### src/rtl/dac_link_pkg.sv
package dac_link_pkg;

  typedef enum logic [2:0] {
    ST_IDLE,
    ST_LEAD,
    ST_HIGH,
    ST_LOW,
    ST_TAIL,
    ST_GAP
  } linkState_t;

  // strobes from control to datapath, one cycle each
  typedef struct packed {
    logic frameStart;
    logic clkRise;
    logic clkFall;
    logic frameEnd;
  } linkStrobe_t;

  localparam int CMD_W = 4;
  localparam int MODE_W = 2;
  localparam logic [CMD_W-1:0] CMD_CODE = 4'b0000;
  localparam logic [CMD_W-1:0] CMD_MODE = 4'b1111;
  localparam logic [MODE_W-1:0] MODE_WAKE = 2'b00;

  function automatic int cyclesFor(input int ns, input int periodPs);
    int c;
    c = (ns * 1000 + periodPs - 1) / periodPs;
    return (c < 1) ? 1 : c;
  endfunction

endpackage

### src/rtl/dac_link_ctrl.sv
module dac_link_ctrl
  import dac_link_pkg::*;
#(
  parameter int WORD_W = 16,
  parameter int SETUP_CYC = 2,
  parameter int HALF_CYC = 3,
  parameter int HOLD_CYC = 1,
  parameter int GAP_CYC = 8
) (
  input  logic        clk,
  input  logic        rstN,
  input  logic        reqValid,
  input  logic        reqIsWrite,
  input  logic        wakeHold,
  output linkStrobe_t strobe,
  output logic        reqAccept,
  output logic        busy,
  output logic        done
);

  localparam int MAX_A = (SETUP_CYC > HALF_CYC) ? SETUP_CYC : HALF_CYC;
  localparam int MAX_B = (HOLD_CYC > GAP_CYC) ? HOLD_CYC : GAP_CYC;
  localparam int MAX_CYC = (MAX_A > MAX_B) ? MAX_A : MAX_B;
  localparam int TMR_W = $clog2(MAX_CYC + 1);
  localparam int BIT_W = $clog2(WORD_W);

  linkState_t state, stateNxt;
  logic [TMR_W-1:0] tmr, tmrVal;
  logic tmrLoad, tmrZero, doneSet;
  logic [BIT_W-1:0] bitCnt;

  assign tmrZero = (tmr == '0);
  assign busy = (state != ST_IDLE);

  always_comb begin
    stateNxt = state;
    tmrLoad = 1'b0;
    tmrVal = '0;
    strobe = '0;
    doneSet = 1'b0;
    reqAccept = reqValid && (state == ST_IDLE) && !(reqIsWrite && wakeHold);
    case (state)
      ST_IDLE: if (reqAccept) begin
        strobe.frameStart = 1'b1;
        stateNxt = ST_LEAD;
        tmrLoad = 1'b1;
        tmrVal = TMR_W'(SETUP_CYC - 1);
      end
      ST_LEAD: if (tmrZero) begin
        strobe.clkRise = 1'b1;
        stateNxt = ST_HIGH;
        tmrLoad = 1'b1;
        tmrVal = TMR_W'(HALF_CYC - 1);
      end
      ST_HIGH: if (tmrZero) begin
        strobe.clkFall = 1'b1;
        tmrLoad = 1'b1;
        if (bitCnt == BIT_W'(WORD_W - 1)) begin
          stateNxt = ST_TAIL;
          tmrVal = TMR_W'(HOLD_CYC - 1);
        end else begin
          stateNxt = ST_LOW;
          tmrVal = TMR_W'(HALF_CYC - 1);
        end
      end
      ST_LOW: if (tmrZero) begin
        strobe.clkRise = 1'b1;
        stateNxt = ST_HIGH;
        tmrLoad = 1'b1;
        tmrVal = TMR_W'(HALF_CYC - 1);
      end
      ST_TAIL: if (tmrZero) begin
        strobe.frameEnd = 1'b1;
        stateNxt = ST_GAP;
        tmrLoad = 1'b1;
        tmrVal = TMR_W'(GAP_CYC - 1);
      end
      ST_GAP: if (tmrZero) begin
        doneSet = 1'b1;
        stateNxt = ST_IDLE;
      end
      default: stateNxt = ST_IDLE;
    endcase
  end

  always_ff @(posedge clk) begin
    if (!rstN) begin
      state <= ST_IDLE;
      tmr <= '0;
      bitCnt <= '0;
      done <= 1'b0;
    end else begin
      state <= stateNxt;
      done <= doneSet;
      if (tmrLoad) tmr <= tmrVal;
      else if (!tmrZero) tmr <= tmr - 1'b1;
      if (strobe.frameStart) bitCnt <= '0;
      else if (strobe.clkFall) bitCnt <= bitCnt + 1'b1;
    end
  end

  // an accepted request always opens a frame
  a_r8_accept_opens_frame: assert property (@(posedge clk) disable iff (!rstN)
    reqAccept |=> busy);

  // done lasts a single cycle
  a_r7_done_single: assert property (@(posedge clk) disable iff (!rstN)
    done |=> !done);

  // done only follows the select-high gap
  a_r7_done_after_gap: assert property (@(posedge clk) disable iff (!rstN)
    done |-> $past(state) == ST_GAP);

endmodule

### src/rtl/dac_link_dp.sv
module dac_link_dp
  import dac_link_pkg::*;
#(
  parameter int DATA_W = 12,
  parameter int WAKE_CYC = 800
) (
  input  logic              clk,
  input  logic              rstN,
  input  linkStrobe_t       strobe,
  input  logic              reqIsWrite,
  input  logic [DATA_W-1:0] reqArg,
  output logic              csN,
  output logic              sclk,
  output logic              sdo,
  output logic              wakeHold
);

  localparam int WORD_W = DATA_W + CMD_W;
  localparam int WAKE_W = $clog2(WAKE_CYC + 1);

  logic [WORD_W-1:0] word, shReg;
  logic wakeFrame;
  logic [WAKE_W-1:0] wakeCnt;

  always_comb begin
    if (reqIsWrite) word = {CMD_CODE, reqArg};
    else word = {CMD_MODE, {(DATA_W - MODE_W){1'b0}}, reqArg[MODE_W-1:0]};
  end

  always_ff @(posedge clk) begin
    if (!rstN) begin
      csN <= 1'b1;
      sclk <= 1'b0;
      sdo <= 1'b0;
      shReg <= '0;
      wakeFrame <= 1'b0;
    end else begin
      if (strobe.frameStart) begin
        csN <= 1'b0;
        sdo <= word[WORD_W-1];
        shReg <= word << 1;
        wakeFrame <= !reqIsWrite && (reqArg[MODE_W-1:0] == MODE_WAKE);
      end
      if (strobe.clkRise) sclk <= 1'b1;
      if (strobe.clkFall) begin
        sclk <= 1'b0;
        sdo <= shReg[WORD_W-1];
        shReg <= shReg << 1;
      end
      if (strobe.frameEnd) csN <= 1'b1;
    end
  end

  always_ff @(posedge clk) begin
    if (!rstN) wakeCnt <= '0;
    else if (strobe.frameEnd && wakeFrame) wakeCnt <= WAKE_W'(WAKE_CYC);
    else if (wakeCnt != '0) wakeCnt <= wakeCnt - 1'b1;
  end

  assign wakeHold = (wakeCnt != '0);

  // data holds still while the clock is high
  a_r5_sdo_steady_high: assert property (@(posedge clk) disable iff (!rstN)
    (sclk && $past(sclk)) |-> $stable(sdo));

  // clock pulses only inside a frame
  a_r4_sclk_inside_frame: assert property (@(posedge clk) disable iff (!rstN)
    sclk |-> !csN);

  // select rises with the clock already low
  a_r6_cs_rise_clock_low: assert property (@(posedge clk) disable iff (!rstN)
    $rose(csN) |-> (!sclk && !$past(sclk)));

  // the control never opens a write frame during recovery
  a_r9_no_write_in_hold: assert property (@(posedge clk) disable iff (!rstN)
    (strobe.frameStart && reqIsWrite) |-> (wakeCnt == '0));

endmodule

### src/rtl/dac_link_host.sv
module dac_link_host
  import dac_link_pkg::*;
#(
  parameter int DATA_W = 12,
  parameter int CLK_PS = 10000,
  parameter int T_HALF_NS = 25,
  parameter int T_CSS_NS = 15,
  parameter int T_CSH_NS = 10,
  parameter int T_CSW_NS = 80,
  parameter int T_WAKE_NS = 8000
) (
  input  logic              clk,
  input  logic              rstN,
  input  logic              reqValid,
  input  logic              reqIsWrite,
  input  logic [DATA_W-1:0] reqArg,
  output logic              reqAccept,
  output logic              busy,
  output logic              done,
  output logic              wakeHold,
  output logic              csN,
  output logic              sclk,
  output logic              sdo
);

  localparam int WORD_W = DATA_W + CMD_W;
  localparam int HALF_CYC = cyclesFor(T_HALF_NS, CLK_PS);
  localparam int SETUP_CYC = cyclesFor(T_CSS_NS, CLK_PS);
  localparam int HOLD_CYC = cyclesFor(T_CSH_NS, CLK_PS);
  localparam int GAP_CYC = cyclesFor(T_CSW_NS, CLK_PS);
  localparam int WAKE_CYC = cyclesFor(T_WAKE_NS, CLK_PS);

  linkStrobe_t strobe;

  dac_link_ctrl #(
    .WORD_W(WORD_W), .SETUP_CYC(SETUP_CYC), .HALF_CYC(HALF_CYC),
    .HOLD_CYC(HOLD_CYC), .GAP_CYC(GAP_CYC)
  ) u_ctrl (
    .clk(clk), .rstN(rstN), .reqValid(reqValid), .reqIsWrite(reqIsWrite),
    .wakeHold(wakeHold), .strobe(strobe), .reqAccept(reqAccept),
    .busy(busy), .done(done)
  );

  dac_link_dp #(
    .DATA_W(DATA_W), .WAKE_CYC(WAKE_CYC)
  ) u_dp (
    .clk(clk), .rstN(rstN), .strobe(strobe), .reqIsWrite(reqIsWrite),
    .reqArg(reqArg), .csN(csN), .sclk(sclk), .sdo(sdo), .wakeHold(wakeHold)
  );

endmodule

### config.mk
export PLATFORM = sky130hd
export DESIGN_NAME = dac_link_host
export DESIGN_NICKNAME = d
export VERILOG_FILES = /design/src/rtl/dac_link_pkg.sv /design/src/rtl/dac_link_ctrl.sv /design/src/rtl/dac_link_dp.sv /design/src/rtl/dac_link_host.sv
export SDC_FILE = /design/constraint.sdc
export NUM_CORES = 1
export LEC_CHECK = 0
export ABC_AREA = 0
export BUFFER_PORTS_ARGS = -buffer_cell sky130_fd_sc_hd__buf_2
export CELL_PAD_IN_SITES_DETAIL_PLACEMENT = 0
export CELL_PAD_IN_SITES_GLOBAL_PLACEMENT = 1
export CORE_AREA = 2 2 81 83
export DETAILED_ROUTE_END_ITERATION = 16
export DIE_AREA = 0 0 83 85
export PLACE_DENSITY_LB_ADDON = 0.2
export SYNTH_ARGS = -nofsm -noshare
export SYNTH_HDL_FRONTEND = slang
export SYNTH_HIERARCHICAL = 1
export SYNTH_SLANG_ARGS = --single-unit
### constraint.sdc
create_clock -name clk -period 3.85 [get_ports clk]
set_input_delay 0.1925 -clock clk [delete_from_list [all_inputs] [get_ports clk]]
set_output_delay 0.1925 -clock clk [all_outputs]
set_load 0.01 [all_outputs]
==> results of run 1 <==
-- flip-flops by register name, indices dropped and copies added, names as in the netlist --
name and cells:
u_dp/sdo 1, u_ctrl/state 3, u_dp/sclk 1, u_dp/shReg 15
u_ctrl/bitCnt 4, u_dp/csN 1, u_dp/wakeFrame 1, u_dp/wakeCnt 10
u_ctrl/done 1, u_ctrl/tmr 4
-- worst reg2reg max path, cell delays in order, from the launching register on --
cell	delay, ns
dfxtp_1	0.35
inv_1	0.10
ha_1	0.18
or3b_2	0.56
nor4_4	0.26
inv_1	0.09
and2_1	0.19
nor2_1	0.10
buf_4	0.17
and2_1	0.45
a221oi_1	0.15
nor3_1	0.19
-- cell usage after synthesis, types with 2 or more instances --
cell and number:
o21a_1 3, nor3b_1 2, a21oi_1 14, nand4_1 2, or3b_2 2, o211ai_1 4, and2_1 2, o21ai_0 5
nor4b_1 2, nor3_1 15, nand2_1 13, o41a_1 2, or3_1 5, o41ai_1 2, mux2i_1 5, nand2b_1 5
nand3_1 3, clkbuf_1 10, xor2_1 3, dfxtp_1 41, ha_1 4, or4_1 2, nor2b_1 14, a31oi_1 2
a221oi_1 10, a211oi_1 2, nor2_1 22, buf_2 2, inv_1 10
-- routing by layer --
metal / vias up / wire (um)
met5: - / 0
met4: 0 / 64
met3: 7 / 133
met2: 21 / 2000
met1: 786 / 2290
li1: 871 / -
-- worst paths after layout --
check | to | slack (ns) | cells after the start
hold reg to reg | u_dp/shReg[14] | 0.45 | 2
setup / recovery | u_dp/shReg[9] | 0.98 | 11
setup reg to reg | u_dp/shReg[9] | 0.98 | 11
hold / removal | u_dp/shReg[1] | 0.14 | 3
-- cells by family (layout without fill, tap and decap cells) --
| kind of cell | after synthesis | in the layout | synth area share |
|---|---|---|---|
| muxes | 6 | 6 | 0.0301 |
| buffers and inverters | 26 | 42 | 0.0547 |
| AOI/OAI and AO/OA | 53 | 53 | 0.192 |
| adders and majority gates | 4 | 4 | 0.0246 |
| and+or+nand+nor | 99 | 99 | 0.277 |
| xor gates and xnor gates | 4 | 4 | 0.0172 |
| DFF | 41 | 41 | 0.403 |
-- power by group through the flow --
stage               Combinational, mW  Clock [mW]  Sequential [mW]
detailed placement              0.826           0            0.695
global route                    0.940       0.382            0.709
CTS                             0.832       0.370            0.686
global placement                0.838           0            0.694
floorplan                       0.724           0            0.645
finish                          0.827       0.357            0.686
-- layout make-up --
type	instances	area, sq um
Fill cell	645	3910
Multi-Input combinational cell	166	1100
Sequential cell	41	821
Timing Repair Buffer	23	118
Tap cell	77	96.3
Clock buffer	5	68.8
Clock inverter	3	46.3
Inverter	11	41.3
==> summary.md, run 1 <==
| Metric | Value |
|---|---|
| Outcome | `complete, no violations` |
| Maximum vdd drop | `0.000384 V` |
| Crit path launch | `u_dp/wakeCnt[0]` |
| Crit path max-delay family | `simple AND/OR/NAND/NOR gates` |
| FP Rows | `29` |
| Fmax achieved | `0.349 GHz` |
| Nets | `268` |
| Initial Utilization | `0.328` |
| Yosys Warn Count | `6` |
| Ys async rst share | `0` |
| Power Internal | `1.12 mW` |
| Largest cells by area after synthesis | `dfxtp_1 (40%), a221oi_1 (4.3%), nor2b_1 (4.3%), nor2_1 (4.1%), nor3_1 (3.7%)` |
| CP max stage delay | `0.56 ns` |
| P per Cell Area | `815 nW/um^2` |
| First-pass GRT wire length | `7530 um` |
| Ant diodes | `0` |
| Combinational fraction of design power | `0.442` |
| Nature of the critical path endpoint | `flip-flop` |
| Switch share | `0.402` |
| HPWL after DPL | `3020 um` |
| Slowest stage cell, crit path | `or3b_2` |
| Setup crit start kind | `flip-flop` |
| Vias/cell | `5.17` |
| Antenna violations before repair | `0` |
| Largest net degree at the start of global routing | `31` |
| Global-route met1 utilization | `0.180` |
| DR pass1 iterations | `4` |
| Clock network fraction of total power | `0.191` |
| GRT overflow | `0` |
| Sequential Power Share | `0.367` |
| Pre-CTS setup slack | `0.997 ns` |
| Die H | `85 um` |
| Tmin final | `2.87 ns` |
| Hold-fix buffers, CTS | `0` |
| Post-route design area | `2290 sq um` |
| Synth Area per Inst | `8.73 sq um` |
| Critical path class | `reg -> reg` |
| Post-synthesis cell count | `233` |
| Post-synth net total | `253` |
| # resized after CTS | `0` |
| Final period util | `0.744` |
| Post-DP Area | `2180 sq um` |
| RSZ-0062 raised after global routing | `false` |
| GP Congestion | `0.753` |
| Worst min path class | `in -> reg` |
| Clk_skew | `0.0134 ns` |
| Final setup fails | `0` |
| Worst R2R Start | `u_dp/wakeCnt[0]` |
| GR peak layer | `met2` |
| CP Cell Sequence | `inv_1 > ha_1 > or3b_2 > nor4_4 > inv_1 > and2_1 > nor2_1 > buf_4 > and2_1 > a221oi_1 > nor3_1` |
| Clock-pin transition on the worst setup and hold timing paths | `0.09 ns` |
| Final WL | `4490 um` |
| Overall Power | `1.87 mW` |
| Hold slack | `0.144 ns` |
| P&R area growth vs syn | `12.7%` |
| Worst-Skew Late Latency | `0.30 ns` |
| Mapped Area | `2030 sq um` |
| Detail Route Antenna Nets | `0` |
| Commonest non-fill, non-tap cells in the layout | `dfxtp_1 (41), buf_2 (22), nor2_1 (22)` |
| Met2 Use GR | `0.198` |
| Max-cap violations | `0` |
| Fin util | `0.370` |
| M3 GR Usage | `0.0311` |
| Sink Count | `41` |
| Unique cell type count in the Yosys netlist | `54` |
| Part of the Yosys area used for sequential elements | `0.403` |
| P_leak | `0.876 nW` |
| Total number of vias | `1,685` |
| Main flop type after synthesis | `dfxtp_1` |
| Total Routing Usage GR | `0.130` |
| CP required | `4.06 ns` |
| EDFF count, synth | `0` |
| Clk root buf | `clkbuf_8` |
| TritonCTS buffer count | `5` |
| Synthesized flop and latch total | `41` |
| DRC viols | `0` |
| Slew margin rel. | `0.484` |
| Worst Tran Pin Value | `0.773 ns` |
| Yosys top cell area share | `0.403` |
| CTS H-tree depth | `2` |
| Area of the core | `6200 sq um` |
| Vias in the first global route | `1,537` |
| CTS tree | `done` |
| Post-CTS Setup Repair Bufs | `0` |
| Io pins | `23` |
| Clock tree buffer depth | `2` |
| Setup TNS | `0 ns` |
| Die footprint | `7060 sq um` |
| WP buf/inv | `3` |
| Share of layout cells above drive strength 1 | `0.169` |
| Leading area contributor after synthesis | `dfxtp_1` |
| Post-route setup slack | `0.985 ns` |
| NetSw | `0.751 mW` |
| Worst Path Max Fanout | `14` |
| Worst Hold Launch | `reqArg[0]` |
| Most common cell after layout, fill and taps aside | `dfxtp_1` |
| Die extent in x | `83 um` |
| PortBufs | `22` |
| Slew Viols, Final | `0` |
| Initial DRC Count | `84` |
| Placed cell count | `318` |
| Finished Layout Cells | `326` |
| Final hold violations | `0` |
| WP data arrival | `3.08 ns` |
| DR WL/cell | `13.8 um` |
Power figures use the tool's default switching activity.
==> run 2, diff against run 1 <==
==> constraint.sdc (replaced) <==
create_clock -name clk -period 3 [get_ports clk]
set_input_delay 0.15 -clock clk [delete_from_list [all_inputs] [get_ports clk]]
set_output_delay 0.15 -clock clk [all_outputs]
set_load 0.01 [all_outputs]
==> summary.md, run 2 (synthesis gave the netlist of run 1 again) <==
| Metric | Value |
|---|---|
| Outcome | `complete, no violations` |
| GP Congestion | `0.806 (+7.1%)` |
| Setup crit start kind | `flip-flop` |
| Clock-pin transition on the worst setup and hold timing paths | `0.09 ns (about the same)` |
| DR pass1 iterations | `4 (unchanged)` |
| Combinational fraction of design power | `0.450 (+0.008)` |
| Crit path max-delay family | `simple AND/OR/NAND/NOR gates` |
| Detail Route Antenna Nets | `0 (unchanged)` |
| Antenna violations before repair | `0 (unchanged)` |
| Area of the core | `6200 sq um (unchanged)` |
| # resized after CTS | `0 (unchanged)` |
| CP max stage delay | `0.57 ns (about the same)` |
| Die H | `85 um (unchanged)` |
| Fill cell count | `675 (+4.7%)` |
| Worst Path Max Fanout | `8 (-6)` |
| Total Routing Usage GR | `0.131 (+0.000411)` |
| Slowest stage cell, crit path | `or3b_2` |
| Post-CTS Setup Repair Bufs | `0 (unchanged)` |
| HPWL after DPL | `3120 um (+3.1%)` |
| P_leak | `0.891 nW (+1.7%)` |
| Nature of the critical path endpoint | `flip-flop` |
| Largest net degree at the start of global routing | `31 (unchanged)` |
| Clock network fraction of total power | `0.188 (-0.003)` |
| Clock tree buffer depth | `2 (unchanged)` |
| P&R area growth vs syn | `13.8%` |
| DRC viols | `0 (unchanged)` |
| Largest Register | `u_dp/shReg` |
| TritonCTS buffer count | `5 (unchanged)` |
| P per Cell Area | `1050 nW/um^2 (+29%)` |
| CP required | `3.19 ns (-0.87 ns)` |
| Power Internal | `1.46 mW (+30%)` |
| Final WL | `4490 um (+0.13%)` |
| Worst R2R Start | `u_dp/wakeCnt[1]` |
| CP Cell Sequence | `inv_1 > ha_1 > or3b_2 > nor4_4 > inv_1 > and2_1 > nor2_1 > buf_4 > mux2_2 > mux2i_1 > nor2_1` |
| Most common cell after layout, fill and taps aside | `dfxtp_1` |
| Max-cap violations | `0 (unchanged)` |
| Tmin final | `2.73 ns (-0.139 ns)` |
| Nets | `271 (+1.1%)` |
| Maximum vdd drop | `0.000472 V (+23%)` |
| Io pins | `23 (unchanged)` |
| PortBufs | `22 (unchanged)` |
| Placed cell count | `321 (+0.94%)` |
| Hold-fix buffers, CTS | `0 (unchanged)` |
| Critical path class | `reg -> reg` |
| Final setup fails | `0 (unchanged)` |
| Vias/cell | `5.14 (-0.62%)` |
| WP data arrival | `2.91 ns (-0.17 ns)` |
| GRT overflow | `0 (unchanged)` |
| Die extent in x | `83 um (unchanged)` |
| Worst min path class | `in -> reg` |
| Worst Hold Launch | `reqArg[0]` |
| Slew margin rel. | `0.487 (+0.00243)` |
| Cells on worst reg2reg path | `11 (unchanged)` |
| CTS H-tree depth | `2 (unchanged)` |
| Die footprint | `7060 sq um (unchanged)` |
| Final hold violations | `0 (unchanged)` |
| Finished Layout Cells | `329 (+0.92%)` |
| Sequential Power Share | `0.362 (-0.005)` |
| Slew Viols, Final | `0 (unchanged)` |
| Worst Tran Pin Value | `0.769 ns (-0.00365 ns)` |
| Worst-Skew Late Latency | `0.30 ns (about the same)` |
| Crit path launch | `u_dp/wakeCnt[1]` |
| Clk root buf | `clkbuf_8` |
| Reg-to-reg slack, setup | `0.27 ns (-0.71 ns)` |
| Sink Count | `41 (unchanged)` |
| Hold path depth | `3 (unchanged)` |
| First-pass GRT wire length | `7520 um (about the same)` |
| Switch share | `0.400 (-0.00202)` |
| Clk_skew | `0.0134 ns (+0.0000168 ns)` |
| Commonest non-fill, non-tap cells in the layout | `dfxtp_1 (41), buf_2 (22), nor2_1 (22)` |
| Initial DRC Count | `72 (-14%)` |
| Vias in the first global route | `1,623 (+5.6%)` |
| Fmax achieved | `0.367 GHz (+5.1%)` |
| CTS tree | `done` |
| Share of layout cells above drive strength 1 | `0.179 (+0.00990)` |
| WP buf/inv | `3 (unchanged)` |
| Initial Utilization | `0.328 (unchanged)` |
| RSZ-0062 raised after global routing | `false` |
| DR WL/cell | `13.7 um (-0.78%)` |
| Final period util | `0.909 (+0.164)` |
| NetSw | `0.970 mW (+29%)` |
| Setup TNS | `0 ns (unchanged)` |
| Min-Delay Endpoint | `u_dp/shReg[1]` |
| Max reg flops | `15 (unchanged)` |
| Ant diodes | `0 (unchanged)` |
| Total number of vias | `1,690 (+0.30%)` |
| Largest registers | `u_dp/shReg x15, u_dp/wakeCnt x10` |
| FP Rows | `29 (unchanged)` |
| RR Endpoint | `u_dp/shReg[2]` |
## run 2: cell count changes in the layout (fill, tap and decap cells not counted)
cell,delta
buf_4,+3
## run 2: worst register-to-register path, delay by kind of cell (launching register included)
kind                     cells  cell delay (ns)
AND/OR/NAND/NOR              5             1.23
buffers and inverters        3             0.39
multiplexers                 2             0.46
flip-flops                   1             0.34
adder cells (fa/ha/maj)      1             0.19
## run 2: through the flow
stage / utilization / power, mW / area [sq um] / hold slack (ns) / setup WS, ns
floorplan: - / 1.76 / 2030 / 0.290 / 0.127
global placement: 0.355 / 1.99 / 2200 / 0.422 / 0.336
detailed placement: 0.355 / 1.98 / 2200 / 0.431 / 0.264
CTS: 0.373 / 2.45 / 2320 / 0.106 / 0.263
global route: 0.373 / 2.62 / 2320 / 0.142 / 0.00780
finish: 0.373 / 2.43 / 2320 / 0.108 / 0.274
## run 2: layout make-up
class | instances | area, sq um | share of cell area
clock inverter | 3 | 46.3 | 0.0200
inverter | 11 | 41.3 | 0.0178
timing repair buffer | 26 | 140 | 0.0605
sequential | 41 | 821 | 0.354
clock buffer | 5 | 68.8 | 0.0297
tap | 77 | 96.3 | 0.0416
multi-input combinational | 166 | 1100 | 0.476
## run 2: worst max path at each step
| stage | end | slack (ns) | cells after the start |
|---|---|---|---|
| 2_1_floorplan | u_dp/shReg[10] | 0.13 | 13 |
| 3_3_place_gp | u_dp/shReg[2] | 0.34 | 11 |
| 3_5_place_dp | u_dp/shReg[2] | 0.26 | 11 |
| 4_1_cts | u_dp/shReg[2] | 0.26 | 11 |
| 5_1_grt | u_dp/shReg[2] | 0.008 | 11 |
| 6_report | u_dp/shReg[2] | 0.27 | 11 |
## run 2: layer usage
metal | wire length [um] | track usage | vias to the layer above
li1 | - | - | 885
met1 | 2340 | 0.171 | 783
met2 | 1980 | 0.208 | 16
met3 | 124 | 0.0340 | 6
met4 | 57 | 0.0477 | 0
met5 | 0 | 0 | -
## run 2: power groups by stage
stage                     Sequential, mW  Clock (mW)  Combinational [mW]
after global routing               0.912       0.493                1.22
after CTS                          0.879       0.474                1.10
after detailed placement           0.890           0                1.09
after floorplan                    0.828           0               0.930
after global placement             0.891           0                1.10
final                              0.879       0.456                1.09
==> run 3, diff against run 2 <==
--- a/config.mk
+++ b/config.mk
@@ -10,10 +10,11 @@
 export CELL_PAD_IN_SITES_DETAIL_PLACEMENT = 0
 export CELL_PAD_IN_SITES_GLOBAL_PLACEMENT = 1
 export CORE_AREA = 2 2 81 83
+export CTS_CLUSTER_SIZE = 20
 export DETAILED_ROUTE_END_ITERATION = 16
 export DIE_AREA = 0 0 83 85
 export PLACE_DENSITY_LB_ADDON = 0.2
+export SETUP_SLACK_MARGIN = 0.02
 export SYNTH_ARGS = -nofsm -noshare
 export SYNTH_HDL_FRONTEND = slang
-export SYNTH_HIERARCHICAL = 1
 export SYNTH_SLANG_ARGS = --single-unit
==> summary.md, run 3 <==
| Metric | Value |
|---|---|
| Outcome | `complete, no violations` |
| Fin util | `0.375 (+0.00161)` |
| Hold-fix buffers, CTS | `0 (unchanged)` |
| CP required | `3.18 ns (about the same)` |
| DR WL/cell | `13.5 um (-1.4%)` |
| Largest net degree at the start of global routing | `45 (+45%)` |
| Io pins | `23 (unchanged)` |
| Critical path class | `reg -> reg` |
| GRT overflow | `0 (unchanged)` |
| Post-route setup slack | `0.587 ns (+0.313 ns)` |
| Slew Viols, Final | `0 (unchanged)` |
| Mapped Area | `2040 sq um (+0.49%)` |
| Leading area contributor after synthesis | `dfxtp_1` |
| Worst R2R Start | `u_ctrl.tmr[0]` |
| EDFF count, synth | `0 (unchanged)` |
| Crit path max-delay family | `simple AND/OR/NAND/NOR gates` |
| Worst Path Max Fanout | `17 (+9)` |
| Clk root buf | `clkbuf_8` |
| Initial DRC Count | `49 (-32%)` |
| Synth Area per Inst | `8.52 sq um (-2.4%)` |
| Max-cap violations | `0 (unchanged)` |
| Crit path launch | `u_ctrl.tmr[0]` |
| Initial Utilization | `0.330 (+0.00161)` |
| GP Congestion | `0.718 (-11%)` |
| Setup TNS | `0 ns (unchanged)` |
| Largest Register | `u_dp.shReg` |
| Part of the Yosys area used for sequential elements | `0.401 (-0.00198)` |
| Die footprint | `7060 sq um (unchanged)` |
| Worst min path class | `in -> reg` |
| Clock tree buffer depth | `2 (unchanged)` |
| Worst Tran Pin Value | `0.875 ns (+0.106 ns)` |
| Nets | `277 (+2.2%)` |
| Synthesized flop and latch total | `41 (unchanged)` |
| Worst-Skew Late Latency | `0.29 ns (about the same)` |
| Share of layout cells above drive strength 1 | `0.156 (-0.0229)` |
| Post-route design area | `2330 sq um (+0.43%)` |
| Area of the core | `6200 sq um (unchanged)` |
| Vias in the first global route | `1,666 (+2.6%)` |
| Pre-CTS setup slack | `0.595 ns (+0.331 ns)` |
| Worst Hold Launch | `reqArg[8]` |
| Combinational fraction of design power | `0.434 (-0.016)` |
| Total Routing Usage GR | `0.131 (+0.000767)` |
| Ant diodes | `0 (unchanged)` |
| Die H | `85 um (unchanged)` |
| Post-DP Area | `2210 sq um (+0.40%)` |
| Cells on worst reg2reg path | `7 (-4)` |
| Final WL | `4500 um (+0.13%)` |
| Switch share | `0.385 (-0.0149)` |
| P per Cell Area | `977 nW/um^2 (-6.8%)` |
| CP Cell Sequence | `inv_1 > ha_1 > or3b_4 > or3_1 > nand2_4 > nor3_4 > a211o_1` |
| Vias/cell | `5.13 (about the same)` |
| Unique cell type count in the Yosys netlist | `46 (-15%)` |
| Yosys top cell area share | `0.401 (-0.00198)` |
| Nature of the critical path endpoint | `flip-flop` |
| CP max stage delay | `0.65 ns (+0.08 ns)` |
| RR Endpoint | `u_dp.shReg[12]` |
| CTS H-tree depth | `2 (unchanged)` |
| Cell with the most instances after synthesis | `dfxtp_1` |
| CTS tree | `done` |
| Final setup fails | `0 (unchanged)` |
| Main flop type after synthesis | `dfxtp_1` |
| Fmax achieved | `0.414 GHz (+13%)` |
| Finished Layout Cells | `334 (+1.5%)` |
| Post-CTS Setup Repair Bufs | `0 (unchanged)` |
| Ys async rst share | `0 (unchanged)` |
| Largest registers | `u_dp.shReg x15, u_dp.wakeCnt x10` |
| Final hold violations | `0 (unchanged)` |
| RSZ-0062 raised after global routing | `false` |
| NetSw | `0.874 mW (-9.9%)` |
| Reg-to-reg slack, setup | `0.59 ns (+0.31 ns)` |
| # resized after CTS | `0 (unchanged)` |
| Sink Count | `41 (unchanged)` |
| Sequential Power Share | `0.364 (+0.002)` |
| PortBufs | `22 (unchanged)` |
| WP data arrival | `2.60 ns (-0.31 ns)` |
| HPWL after DPL | `3090 um (-0.94%)` |
| WP buf/inv | `1 (-2)` |
| Max reg flops | `15 (unchanged)` |
| Tmin final | `2.41 ns (-0.313 ns)` |
| Die extent in x | `83 um (unchanged)` |
| Slowest stage cell, crit path | `or3_1` |
| DRC viols | `0 (unchanged)` |
| Most common cell after layout, fill and taps aside | `dfxtp_1` |
| DR pass1 iterations | `4 (unchanged)` |
| Synth cell count leaders | `dfxtp_1 (41), nor2_1 (22), nand2_1 (19)` |
| Total number of vias | `1,714 (+1.4%)` |
| P_leak | `1.02 nW (+14%)` |
| Crit. path cell count | `7 (-4)` |
| Detail Route Antenna Nets | `0 (unchanged)` |
| Largest cells by area after synthesis | `dfxtp_1 (40%), a21oi_1 (4.4%), o2bb2ai_1 (4.3%), nor2_1 (4.0%), nand2_1 (3.5%)` |
| Clk_skew | `0.0104 ns (-0.00306 ns)` |
| Commonest non-fill, non-tap cells in the layout | `dfxtp_1 (41), nor2_1 (22), buf_2 (22)` |
| Yosys Warn Count | `0 (-6)` |
| P&R area growth vs syn | `13.8% (about the same)` |
| Power Internal | `1.40 mW (-4.0%)` |
| Worst Setup EP | `u_dp.shReg[12]` |
| First-pass GRT wire length | `7660 um (+1.8%)` |
| Final period util | `0.804 (-0.104)` |
| Post-synthesis cell count | `240 (+3.0%)` |
| Clock-pin transition on the worst setup and hold timing paths | `0.08 ns (about the same)` |
| Maximum vdd drop | `0.000333 V (-30%)` |
| Placed cell count | `326 (+1.6%)` |
| Antenna violations before repair | `0 (unchanged)` |
| FP Rows | `29 (unchanged)` |
| Setup crit start kind | `flip-flop` |
| Clock network fraction of total power | `0.201 (+0.013)` |
| Slew margin rel. | `0.416 (-0.0703)` |
| TritonCTS buffer count | `5 (unchanged)` |
| Post-synth net total | `261 (+3.2%)` |
-- run 3: cell types whose count changed in the layout (fill, tap and decap cells not counted), sizes merged, moves of 4 or more --
cell,delta
a221oi,-10
nor2b,-10
o2bb2ai,+10
nor3,-9
a31oi,+8
nand2,+7
a21o,+6
and3,+6
a21boi,+5
nand3,+5
a21oi,+4
o211ai,-4
-- run 3: worst min path at each step --
| stage | end | slack, ns | depth (start not counted) |
|---|---|---|---|
| final | u_dp.shReg[9] | 0.06 | 2 |
| after global routing | u_dp.shReg[10] | 0.05 | 2 |
| after detailed placement | u_dp.shReg[7] | 0.35 | 2 |
| after CTS | u_dp.shReg[9] | 0.05 | 2 |
| after floorplan | u_dp.shReg[10] | 0.27 | 1 |
| after global placement | u_dp.shReg[7] | 0.35 | 2 |
-- run 3: layer usage --
| metal | GRT usage | share of wire | up-vias |
|---|---|---|---|
| li1 | - | - | 887 |
| met1 | 0.169 | 0.50 | 797 |
| met2 | 0.216 | 0.45 | 26 |
| met3 | 0.0331 | 0.035 | 4 |
| met4 | 0.0447 | 0.012 | 0 |
| met5 | 0 | 0 | - |
-- run 3: cell families after synthesis --
| logic type | count (synthesis) | share of synthesized area |
|---|---|---|
| flip-flops | 41 | 0.401 |
| buffers and inverters | 25 | 0.0496 |
| adder cells (fa/ha/maj) | 5 | 0.0306 |
| AND/OR/NAND/NOR | 84 | 0.225 |
| XOR/XNOR | 9 | 0.0386 |
| multiplexers | 4 | 0.0196 |
| AO/OA/AOI/OAI | 72 | 0.236 |
-- run 3: stage by stage --
step                hold WS (ns)  power (mW)
floorplan                  0.267        1.60
global placement           0.355        1.83
detailed placement         0.354        1.83
CTS                       0.0484        2.30
global route              0.0488        2.46
finish                    0.0577        2.27
-- run 3: worst register-to-register path, delay by kind of cell (launching register included) --
family	cells	cell delay (ns)
AND/OR/NAND/NOR	4	1.39
flip-flops	1	0.35
buffers and inverters	1	0.09
adder cells (fa/ha/maj)	1	0.19
AO/OA/AOI/OAI	1	0.29
-- run 3: cell type report --
class,count,area (sq um)
Multi-Input combinational cell,174,1120
Tap cell,77,96.3
Timing Repair Buffer,26,140
Fill cell,668,3880
Clock buffer,7,86.3
Sequential cell,41,821
Clock inverter,1,30.0
Inverter,8,30.0
-- run 3: power by group through the flow --
stage | Sequential [mW] | Combinational, mW | Clock [mW]
after floorplan | 0.808 | 0.790 | 0
after global placement | 0.837 | 0.992 | 0
after detailed placement | 0.841 | 0.991 | 0
after CTS | 0.828 | 0.998 | 0.476
after global routing | 0.851 | 1.11 | 0.494
final | 0.828 | 0.987 | 0.457
